### config.mk
export PLATFORM = sky130hd
export DESIGN_NAME = wake_pme_ctrl
export DESIGN_NICKNAME = d
export VERILOG_FILES = /design/src/rtl/wake_pkg.sv /design/src/rtl/wake_dest_match.sv /design/src/rtl/wake_magic_det.sv /design/src/rtl/wake_pme_timer.sv /design/src/rtl/wake_pme_ctrl.sv
export SDC_FILE = /design/constraint.sdc
export NUM_CORES = 1
export LEC_CHECK = 0
export ABC_AREA = 1
export BUFFER_PORTS_ARGS = -buffer_cell sky130_fd_sc_hd__buf_2
export CORE_MARGIN = 1
export CORE_UTILIZATION = 50
export CTS_BUF_LIST = sky130_fd_sc_hd__clkbuf_4 sky130_fd_sc_hd__clkbuf_8
export DETAILED_ROUTE_END_ITERATION = 10
export HOLD_SLACK_MARGIN = 0.06
export PLACE_DENSITY = 0.69
export SLEW_MARGIN = 10
export SYNTH_ARGS = -nofsm -noshare
export SYNTH_HDL_FRONTEND = slang
export SYNTH_SLANG_ARGS = --single-unit
### constraint.sdc
create_clock -name clk -period 6.24 [get_ports clk]
set_input_delay 0.624 -clock clk [delete_from_list [all_inputs] [get_ports clk]]
set_output_delay 0.624 -clock clk [all_outputs]
set_load 0.02 [all_outputs]
### src/rtl/wake_pkg.sv
// Shared constants for the wake controller: register addresses, the
// routing code for the PME pins and the order of the wake sources.
// Assumes a 3-bit register address space.
package wake_pkg;
    localparam logic [2:0] RA_CTRL  = 3'd0;
    localparam logic [2:0] RA_STA45 = 3'd1;
    localparam logic [2:0] RA_STA23 = 3'd2;
    localparam logic [2:0] RA_STA01 = 3'd3;
    localparam logic [2:0] RA_DELAY = 3'd4;

    localparam logic [1:0] PIN_ROUTE = 2'd2;
    localparam logic [15:0] DELAY_RST = 16'h1000;

    // Source vector order, MSB first: unicast, pattern, magic, broadcast.
    // This matches enable bits 3:0 and flag bits 7:4.
    typedef struct packed {
        logic ucast;
        logic wframe;
        logic magic;
        logic bcast;
    } wake_src_t;
endpackage

### src/rtl/wake_dest_match.sv
// Destination address classifier. It compares the first AB bytes of each
// frame with the station address (byte k at station[8k+:8]) and with all
// ones. The hit outputs already include the current byte, so they are
// valid on the end-of-frame beat. Frames shorter than AB bytes never hit.
module wake_dest_match #(
    parameter int AB = 6
) (
    input  logic          clk,
    input  logic          rst_n,
    input  logic          rx_valid,
    input  logic          rx_sof,
    input  logic [7:0]    rx_data,
    input  logic [8*AB-1:0] station,
    output logic          uc_hit,
    output logic          bc_hit
);
    localparam int PW = $clog2(AB + 1);

    logic [PW-1:0] pos_q, pos_c, pos_n;
    logic          uc_q, bc_q, uc_n, bc_n;

    // next compare state, restarting on the first byte of a frame
    always_comb begin
        pos_c = rx_sof ? '0 : pos_q;
        uc_n  = rx_sof | uc_q;
        bc_n  = rx_sof | bc_q;
        pos_n = pos_c;
        if (pos_c < PW'(AB)) begin
            uc_n  = uc_n & (rx_data == station[8*pos_c +: 8]);
            bc_n  = bc_n & (rx_data == 8'hFF);
            pos_n = pos_c + PW'(1);
        end
        uc_hit = uc_n && (pos_n == PW'(AB));
        bc_hit = bc_n && (pos_n == PW'(AB));
    end

    // hold compare state between bytes
    always_ff @(posedge clk) begin
        if (!rst_n) begin
            pos_q <= '0;
            uc_q  <= 1'b0;
            bc_q  <= 1'b0;
        end else if (rx_valid) begin
            pos_q <= pos_n;
            uc_q  <= uc_n;
            bc_q  <= bc_n;
        end
    end
endmodule

### src/rtl/wake_magic_det.sv
// Magic packet detector. It looks for SYNC_LEN bytes of 0xFF followed at
// once by COPIES back-to-back copies of the AB-byte station address,
// anywhere in the frame. The found output includes the current byte.
// Assumes station byte 0 is not 0xFF, which holds for unicast addresses.
module wake_magic_det #(
    parameter int AB       = 6,
    parameter int SYNC_LEN = 6,
    parameter int COPIES   = 16
) (
    input  logic            clk,
    input  logic            rst_n,
    input  logic            rx_valid,
    input  logic            rx_sof,
    input  logic [7:0]      rx_data,
    input  logic [8*AB-1:0] station,
    output logic            found
);
    localparam int FW = $clog2(SYNC_LEN + 1);
    localparam int CW = $clog2(COPIES + 1);
    localparam int BW = $clog2(AB + 1);

    logic [FW-1:0] ff_q, ff_c, ff_n;
    logic [CW-1:0] ci_q, ci_c, ci_n;
    logic [BW-1:0] bi_q, bi_c, bi_n;
    logic          m_q, m_c, m_n, f_q, f_n;
    logic          is_ff;

    // sync/copy tracking for the current byte
    always_comb begin
        ff_c  = rx_sof ? '0 : ff_q;
        ci_c  = rx_sof ? '0 : ci_q;
        bi_c  = rx_sof ? '0 : bi_q;
        m_c   = rx_sof ? 1'b0 : m_q;
        f_n   = rx_sof ? 1'b0 : f_q;
        is_ff = (rx_data == 8'hFF);
        ff_n  = ff_c;
        ci_n  = ci_c;
        bi_n  = bi_c;
        m_n   = m_c;
        if (m_c) begin
            if (rx_data == station[8*bi_c +: 8]) begin
                if (bi_c == BW'(AB - 1)) begin
                    bi_n = '0;
                    if (ci_c == CW'(COPIES - 1)) begin
                        f_n = 1'b1;
                        m_n = 1'b0;
                    end else begin
                        ci_n = ci_c + CW'(1);
                    end
                end else begin
                    bi_n = bi_c + BW'(1);
                end
            end else begin
                m_n  = 1'b0;
                ff_n = is_ff ? FW'(1) : '0;
            end
        end else if (is_ff) begin
            ff_n = (ff_c == FW'(SYNC_LEN)) ? ff_c : ff_c + FW'(1);
        end else if (ff_c == FW'(SYNC_LEN) && rx_data == station[7:0]) begin
            m_n  = 1'b1;
            bi_n = BW'(1);
            ci_n = '0;
            ff_n = '0;
        end else begin
            ff_n = '0;
        end
        found = f_n;
    end

    // hold detector state between bytes
    always_ff @(posedge clk) begin
        if (!rst_n) begin
            ff_q <= '0;
            ci_q <= '0;
            bi_q <= '0;
            m_q  <= 1'b0;
            f_q  <= 1'b0;
        end else if (rx_valid) begin
            ff_q <= ff_n;
            ci_q <= ci_n;
            bi_q <= bi_n;
            m_q  <= m_n;
            f_q  <= f_n;
        end
    end
endmodule

### src/rtl/wake_pme_timer.sv
// Self-clear timer. A start pulse raises active and loads the delay; the
// count drops once every PRESCALE cycles, and active falls when it runs
// out, exactly delay*PRESCALE cycles after start. A new start restarts
// the window. A delay of 0 counts as 1.
module wake_pme_timer #(
    parameter int PRESCALE = 4944,
    parameter int DW       = 16
) (
    input  logic          clk,
    input  logic          rst_n,
    input  logic          start,
    input  logic [DW-1:0] delay,
    output logic          active
);
    localparam int PSW = $clog2(PRESCALE + 1);

    logic [PSW-1:0] pre_q;
    logic [DW-1:0]  cnt_q;
    logic           tick;

    assign tick = (pre_q == PSW'(PRESCALE - 1));

    // prescaler and delay countdown
    always_ff @(posedge clk) begin
        if (!rst_n) begin
            active <= 1'b0;
            pre_q  <= '0;
            cnt_q  <= '0;
        end else if (start) begin
            active <= 1'b1;
            pre_q  <= '0;
            cnt_q  <= (delay == '0) ? DW'(1) : delay;
        end else if (active) begin
            if (tick) begin
                pre_q <= '0;
                if (cnt_q == DW'(1)) active <= 1'b0;
                else                 cnt_q  <= cnt_q - DW'(1);
            end else begin
                pre_q <= pre_q + PSW'(1);
            end
        end
    end
endmodule

### src/rtl/wake_pme_ctrl.sv
// Wake event controller top. It holds the control/status register (enables
// 3:0, sticky flags 7:4, self-clear 9, pin B route 12:11, pin A route
// 14:13), the station address and the self-clear delay. It sets flags on
// good end-of-frame beats and drives two active-low PME pins. Register
// reads are combinational and writes take effect at the clock edge.
module wake_pme_ctrl
    import wake_pkg::*;
#(
    parameter int PRESCALE = 4944
) (
    input  logic        clk,
    input  logic        rst_n,
    input  logic        rx_valid,
    input  logic        rx_sof,
    input  logic        rx_eof,
    input  logic        rx_good,
    input  logic [7:0]  rx_data,
    input  logic        wf_hit,
    input  logic [2:0]  reg_addr,
    input  logic        reg_we,
    input  logic [15:0] reg_wdata,
    output logic [15:0] reg_rdata,
    output logic        pme_a_n,
    output logic        pme_b_n
);
    localparam int AB = 6;

    wake_src_t     en_q, flag_q, hit, set_v;
    logic          sc_q;
    logic [1:0]    sel_a_q, sel_b_q;
    logic [15:0]   sta01_q, sta23_q, sta45_q, delay_q;
    logic [8*AB-1:0] station;
    logic          uc_hit, bc_hit, mp_found, eof_good, tmr_active, pme_on;
    logic          wr_ctrl;
    logic [3:0]    clr_v;

    assign station = {sta45_q, sta23_q, sta01_q};

    wake_dest_match #(.AB(AB)) u_dest (
        .clk(clk), .rst_n(rst_n), .rx_valid(rx_valid), .rx_sof(rx_sof),
        .rx_data(rx_data), .station(station), .uc_hit(uc_hit), .bc_hit(bc_hit)
    );

    wake_magic_det #(.AB(AB), .SYNC_LEN(6), .COPIES(16)) u_magic (
        .clk(clk), .rst_n(rst_n), .rx_valid(rx_valid), .rx_sof(rx_sof),
        .rx_data(rx_data), .station(station), .found(mp_found)
    );

    // per-source hits, gated by enables and qualified by a good frame end
    always_comb begin
        eof_good = rx_valid && rx_eof && rx_good;
        hit      = '{ucast: uc_hit, wframe: wf_hit, magic: mp_found, bcast: bc_hit};
        set_v    = eof_good ? (hit & en_q) : '0;
        wr_ctrl  = reg_we && (reg_addr == RA_CTRL);
        clr_v    = wr_ctrl ? reg_wdata[7:4] : 4'd0;
    end

    wake_pme_timer #(.PRESCALE(PRESCALE), .DW(16)) u_timer (
        .clk(clk), .rst_n(rst_n), .start(|set_v), .delay(delay_q),
        .active(tmr_active)
    );

    // control/status and configuration registers
    always_ff @(posedge clk) begin
        if (!rst_n) begin
            en_q    <= '0;
            flag_q  <= '0;
            sc_q    <= 1'b0;
            sel_a_q <= 2'd0;
            sel_b_q <= 2'd0;
            sta01_q <= '0;
            sta23_q <= '0;
            sta45_q <= '0;
            delay_q <= DELAY_RST;
        end else begin
            flag_q <= (flag_q & ~clr_v) | set_v;
            if (wr_ctrl) begin
                en_q    <= reg_wdata[3:0];
                sc_q    <= reg_wdata[9];
                sel_b_q <= reg_wdata[12:11];
                sel_a_q <= reg_wdata[14:13];
            end
            if (reg_we) begin
                case (reg_addr)
                    RA_STA01: sta01_q <= reg_wdata;
                    RA_STA23: sta23_q <= reg_wdata;
                    RA_STA45: sta45_q <= reg_wdata;
                    RA_DELAY: delay_q <= reg_wdata;
                    default: ;
                endcase
            end
        end
    end

    // register read mux
    always_comb begin
        case (reg_addr)
            RA_CTRL:  reg_rdata = {1'b0, sel_a_q, sel_b_q, 1'b0, sc_q, 1'b0, flag_q, en_q};
            RA_STA01: reg_rdata = sta01_q;
            RA_STA23: reg_rdata = sta23_q;
            RA_STA45: reg_rdata = sta45_q;
            RA_DELAY: reg_rdata = delay_q;
            default:  reg_rdata = '0;
        endcase
    end

    // PME level and pin routing
    always_comb begin
        pme_on  = sc_q ? tmr_active : (|flag_q);
        pme_a_n = !(pme_on && (sel_a_q == PIN_ROUTE));
        pme_b_n = !(pme_on && (sel_b_q == PIN_ROUTE));
    end
endmodule

---- Word level (Yosys, flattened, before mapping) ----
Index checks and enable logic that the tools add are counted.
word-level totals
  bits in registers ....................... 125
  input bits .............................. 35
  output and inout port bits .............. 18
  word-level logic and storage cells ...... 132
cells by class
  $add $sub $neg .......................... 6
  magnitude comparators ................... 1
  eq/ne operators ......................... 17
  shift operators ......................... 2
  muxes and demuxes ....................... 49
  bitwise gates (word level) .............. 9
  reduce and logical (&&, ||, !) cells .... 22
operator list
  kind                                                                     count
  48-bit by 7-bit variable part select with 8-bit output                   2
  16-bit 2-to-1 mux                                                        5
  16-bit one-hot mux with 5 select lines                                   1
  3-bit 2-to-1 mux                                                         13
  5-bit 2-to-1 mux                                                         7
  8-bit equality test                                                      3
  1-bit 2-to-1 mux                                                         20
  16-bit by 1-bit equality test with 1-bit output (second input constant)  1
  16-bit zero test                                                         1
  16-bit by 1-bit subtractor with 16-bit output (second input constant)    1
  13-bit by 1-bit adder with 13-bit output (second input constant)         1
  13-bit equality test (second input constant)                             1
  13-bit 2-to-1 mux                                                        1
  3-bit equality test (second input constant)                              4
  3-bit by 1-bit adder with 3-bit output (second input constant)           3
  4-bit AND                                                                2
  8-bit equality test (second input constant)                              1
  1-bit logical AND                                                        8
  4-bit 2-to-1 mux                                                         2
  2-bit AND reduction                                                      4
  4-bit OR reduction                                                       2
  3-bit by 2-bit equality test with 1-bit output (second input constant)   2
  5-bit by 1-bit adder with 5-bit output (second input constant)           1
  5-bit by 4-bit equality test with 1-bit output (second input constant)   1
  14 further kinds                                                         19

---- Depth between registers and ports, before layout ----
  word-level depth ........................ 11
  mapped depth ............................ 23
  mapped depth without buffers ............ 21

---- Modules after synthesis ----
From an unflattened synthesis, not the netlist that was laid out.
second synthesis, totals
  cells, all modules ...................... 1530
  area total of the unflattened synthesis .. 8785.9 µm²
modules (own cells, without submodules)
  module           times used  cells an instance  area an instance (µm²)  seq. area each (µm²)
  wake_pme_ctrl    1           612                3887.5                  1541.5
  wake_pme_timer   1           329                1918.1                  600.6
  wake_magic_det   1           353                1864.3                  260.2
  wake_dest_match  1           236                1116.1                  100.1

---- Least setup slack after synthesis ----
OpenSTA, ideal clock, no wires.
  path kind ............................... input to register
  start ................................... in rx_sof
  end ..................................... reg u_timer.cnt_q[4]
  setup time .............................. 0.134 ns
  arrival time ............................ 2.447 ns
  required time ........................... 6.106 ns
  setup slack ............................. 3.659 ns
  stages .................................. 18
  path buffers ............................ 3
  cell sequence ........................... buf_6 > inv_12 > buf_4 > nand2_1 > inv_1 > ha_1 > inv_1 > nor2_1 > inv_1 > nor4_2 > nand4_1 > nand2_2 > nand2_4 > nand2_4 > buf_6 > nand2_1 > nand2_1 > a21oi_1
between the ends
  longest elaborated chain between the ends .. 11
  elaborated cells on any way between the ends .. 35
  classes of those cells .................. add/sub: 1; order compare: 1; eq/ne: 6; shift: 2; mux: 14; bitwise: 5; reduce/logical: 6
ends and longest elaborated chain
  what                                                                                                                             RTL line                                     source
  from (decl)                                                                                                                      wake_pme_ctrl.sv:14                          input logic rx_sof,
  3-bit 2-to-1 mux / 5-bit 2-to-1 mux (equally long branches)                                                                      wake_dest_match.sv:24, wake_magic_det.sv:31
  48-bit by 7-bit variable part select with 8-bit output / 5-bit by 4-bit equality test with 1-bit output (equally long branches)  wake_dest_match.sv:29, wake_magic_det.sv:44
  8-bit equality test / 1-bit 2-to-1 mux (equally long branches)                                                                   wake_dest_match.sv:29, wake_magic_det.sv:44
  1-bit AND / 1-bit 2-to-1 mux (equally long branches)                                                                             wake_dest_match.sv:29, wake_magic_det.sv:42
  1-bit 2-to-1 mux, on equally long branches                                                                                       wake_dest_match.sv:28, wake_magic_det.sv:41
  1-bit logical AND / 1-bit 2-to-1 mux (equally long branches)                                                                     wake_dest_match.sv:33, wake_magic_det.sv:40
  4-bit AND (*)                                                                                                                    wake_pme_ctrl.sv:53                          set_v = eof_good ? (hit & en_q) : '0;
  4-bit 2-to-1 mux (*)                                                                                                             wake_pme_ctrl.sv:53
  4-bit OR reduction (*)                                                                                                           wake_pme_ctrl.sv:59                          .clk(clk), .rst_n(rst_n), .start(|set_v), .delay(delay_q),
  2-bit by 1-bit inequality test with 1-bit output (no line) / 2-bit nonzero test (equally long branches)                          -
  3-bit AND reduction (no line)                                                                                                    -
  to (signal assigned)                                                                                                             wake_pme_timer.sv:32                         cnt_q <= (delay == '0) ? DW'(1) : delay;
  to (signal assigned)                                                                                                             wake_pme_timer.sv:37                         else cnt_q <= cnt_q - DW'(1);
  to (decl)                                                                                                                        wake_pme_timer.sv:18                         logic [DW-1:0] cnt_q;
Mark *: on every way between the ends. The rest lies on a longest branch, timed or not.
A chain may end at the register's enable or synchronous reset.

---- Worst setup path in the final report ----
  start ................................... reg u_dest.pos_q[0]
  end ..................................... reg u_timer.pre_q[6]
between the ends
  longest elaborated chain between the ends .. 9
  elaborated cells on any way between the ends .. 15
  classes of those cells .................. add/sub: 1; order compare: 1; eq/ne: 2; shift: 1; mux: 5; bitwise: 2; reduce/logical: 3
ends and longest elaborated chain
  what                                                    RTL line               source
  from (decl)                                             wake_dest_match.sv:19  logic [PW-1:0] pos_q, pos_c, pos_n;
  from (signal assigned)                                  wake_dest_match.sv:44  pos_q <= pos_n;
  3-bit 2-to-1 mux (*)                                    wake_dest_match.sv:24  pos_c = rx_sof ? '0 : pos_q;
  48-bit by 7-bit variable part select with 8-bit output  wake_dest_match.sv:29  uc_n = uc_n & (rx_data == station[8*pos_c +: 8]);
  8-bit equality test                                     wake_dest_match.sv:29
  1-bit AND                                               wake_dest_match.sv:29
  1-bit 2-to-1 mux                                        wake_dest_match.sv:28  if (pos_c < PW'(AB)) begin
  1-bit logical AND                                       wake_dest_match.sv:33  uc_hit = uc_n && (pos_n == PW'(AB));
  4-bit AND (*)                                           wake_pme_ctrl.sv:53
  4-bit 2-to-1 mux (*)                                    wake_pme_ctrl.sv:53
  5-bit OR reduction (no line) (*)                        -
  to (signal assigned)                                    wake_pme_timer.sv:39   pre_q <= pre_q + PSW'(1);
  to (decl)                                               wake_pme_timer.sv:17   logic [PSW-1:0] pre_q;
Marks and branches as above.

==> qor.yml <==
ctsHtreeMaxLevel: 4
worst_pin_slew_ns: 1.11
via_per_inst: 5.91
place_area_mm2: 0.00794
cts_setup_buffers: 0
ys_ff_latch: 125
routabilityCongestion: 0.958
synth-seq-area-share_pct: 32.3
final_layout_size_suffix_gt1_share_pct: 10.7
p_per_area_mw_per_mm2: 227
drv_cap: 0
syn_area_per_cell_um2: 6.62
clk_pin_slew_ns: 0.09
rsz0062_at_grt: "false"
core_mm2: 0.0151
grt_pass1_vias: 7368
numCtsBuffers: 17
critPathLaunchType: "flop"
cts_root_buf: "clkbuf_8"
async_flop_share_pct: 0
crit_fanout: 17
grt_max_degree: 45
cpMostUsedCell: "nand2_1"
swShare_pct: 30.0
antenna_cells: 0
die-area_mm2: 0.0160
cp.arrival_ns: 3.64
peakVddDrop_uv: 213
hold_class: "input port to flop"
fmax_mhz: 304
ctsHoldBuffers: 0
grt_pass1_wl_um: 40200
power.switching_mw: 0.570
crit_type: "flop to flop"
ioPinCount: 53
total_power_mw: 1.90
finalSetupViolations: 0
p_clk_share_pct: 44.1
wire_per_inst_um: 18.5
dr.pass1.iters: 6
cp_slowest_stage_delay_ns: 0.79
slew_violations: 0
post-route-min-period_ns: 3.29
vias: 8185
maxSlewHeadroom_pct: 25.8
syn_inst: 1168
dp_hpwl_um: 18200
critPathSlowestCell: "dfxtp_1"
grtUsageTotal_pct: 32.6
totalWireLength_um: 25600
port_buffers: 52
fin_ws_ns: 2.95
fillers: 1542
ys_warn_count: 0
pwr-share-comb_pct: 11.5
p_seq_share_pct: 44.4
mostFrequentLayoutCell: "nand2_1"
synth_top_flop_cell: "dfxtp_1"
fp.dieW_um: 126
antenna_left: 0
dieHeight_um: 126
syn2layout_area_growth_pct: 8.49
setup_tns_ns: 0
start_util_pct: 51.1
synth-edff-count: 0
cts.sinks: 125
required_ns: 6.59
worstSkewPairLatency_ns: 0.46
fin_crit_sh_pct: 52.7
cp-end-kind: "flop"
whs_ns: 0.465
cts_tree: "done"
final_hold_viol_count: 0
finalClockSkew_ns: 0.0176
stdcell_area_mm2: 0.00839
yosysUniqueCellTypes: 47
power.leakage_nw: 3.55
ctsResizeCount: 0
drcViolationCount: 0
syn-cell-area_mm2: 0.00774
place_ws_ns: 2.83
status: "finished clean"
drt_iter0_markers: 918
worstPathCellList: "inv_1 -> nor2_2 -> nand2_1 -> nand3_1 -> nand3_1 -> nand3_1 -> nand2_1 -> nand2_1 -> nor2_1 -> nand2_1 -> nand2_1 -> nand3_2 -> nand2_2 -> a21oi_4 -> nand3_2 -> nor3_1"
syn_nets: 1209
p_int_mw: 1.33
layout_common_cells: "nand2_1, nand3_1, inv_1"
fin_nets: 1224
grt_antenna_before_repair: 0
row_count: 45
cts_max_path_buffers: 2
grt-ovfl-total: 0
==> logic make-up after synthesis <==
group / share of synthesized area [%]
AOI/OAI and AO/OA: 21.0
xor gates and xnor gates: 2.83
adders and majority gates: 0.970
buffers and inverters: 11.2
DFF: 32.3
and+or+nand+nor: 31.7
==> metal layers <==
layer  GRT usage [%]  wire length, um  vias up
met4            11.1              604        0
li1                -                -     3980
met3            8.56             2880       58
met2            51.4            11500      433
met1            43.2            10600     3714
met5               0                0        -
==> synth_stat cells (4+ instances only) <==
library cell  number  area [um^2]
o211ai_2           7         87.6
nor2_2             4         25.0
xnor2_1            5         43.8
nand3_1          141          706
inv_1            132          495
nor4_1             9         56.3
o22ai_1           14         87.6
dfxtp_1          125         2500
nor2_1            78          293
buf_4              7         52.6
inv_2              4         15.0
nand2_1          238          893
o21ai_0           95          475
nand4_1           19          119
nand2_4            6         67.6
clkbuf_1          37          139
a221oi_1          12          105
o211ai_1          20          150
a21oi_1          110          551
buf_2              4         20.0
o221ai_1           5         43.8
nand2_2            4         25.0
ha_1               6         75.1
nor3_1            24          120
xor2_1            20          175
buf_6             11          124
==> worst max-delay path, delay by kind of cell, from the launching register on <==
kind	cells	cell delay, ns
compound gates	1	0.37
simple gates	14	1.80
flops	1	0.79
buf+inv	1	0.22
==> state kept, by name, summed over array words and instances (netlist names) <==
| signal | cells |
|---|---|
| u_timer.active | 1 |
| sta01_q | 16 |
| u_magic.ci_q | 5 |
| u_timer.cnt_q | 16 |
| u_dest.pos_q | 3 |
| u_magic.m_q | 1 |
| sta45_q | 16 |
| sc_q | 1 |
| en_q | 4 |
| u_dest.uc_q | 1 |
| flag_q | 4 |
| sel_a_q | 2 |
| u_magic.f_q | 1 |
| delay_q | 16 |
| sta23_q | 16 |
| u_timer.pre_q | 13 |
| u_magic.bi_q | 3 |
| u_dest.bc_q | 1 |
| sel_b_q | 2 |
| u_magic.ff_q | 3 |
==> through the flow <==
step           std cells  utilization, %
5_1_grt             1384            55.4
3_5_place_dp        1352            52.4
2_1_floorplan       1168               -
4_1_cts             1384            55.4
6_report            1384            55.4
3_3_place_gp        1352            52.4
==> power by group through the flow <==
| stage | combinational (mW) | sequential [mW] | clock, mW |
|---|---|---|---|
| 2_1_floorplan | 0.156 | 0.848 | 0 |
| 3_3_place_gp | 0.211 | 0.861 | 0 |
| 3_5_place_dp | 0.212 | 0.861 | 0 |
| 4_1_cts | 0.214 | 0.842 | 0.840 |
| 5_1_grt | 0.241 | 0.845 | 0.880 |
| 6_report | 0.219 | 0.844 | 0.839 |
==> final cells by class <==
type	instances	area [um^2]	area share, %
clock buffers	17	234	2.79
clock inverters	15	223	2.65
inverters	138	531	6.32
multi-input cells	846	4390	52.3
flip-flops and latches	125	2500	29.8
well taps	188	235	2.80
repair buffers	55	283	3.37
==> final timing paths <==
check	depth (start not counted)	to	start	slack, ns
worst max-delay path	16	u_timer.pre_q[6]	u_dest.pos_q[0]	2.95
worst min-delay path	3	sta01_q[15]	reg_wdata[15]	0.47
worst max register to register	16	u_timer.pre_q[6]	u_dest.pos_q[0]	2.95
worst min register to register	2	u_magic.ff_q[2]	u_magic.ff_q[2]	0.48
Note: power is estimated with default switching activity, not from simulation.
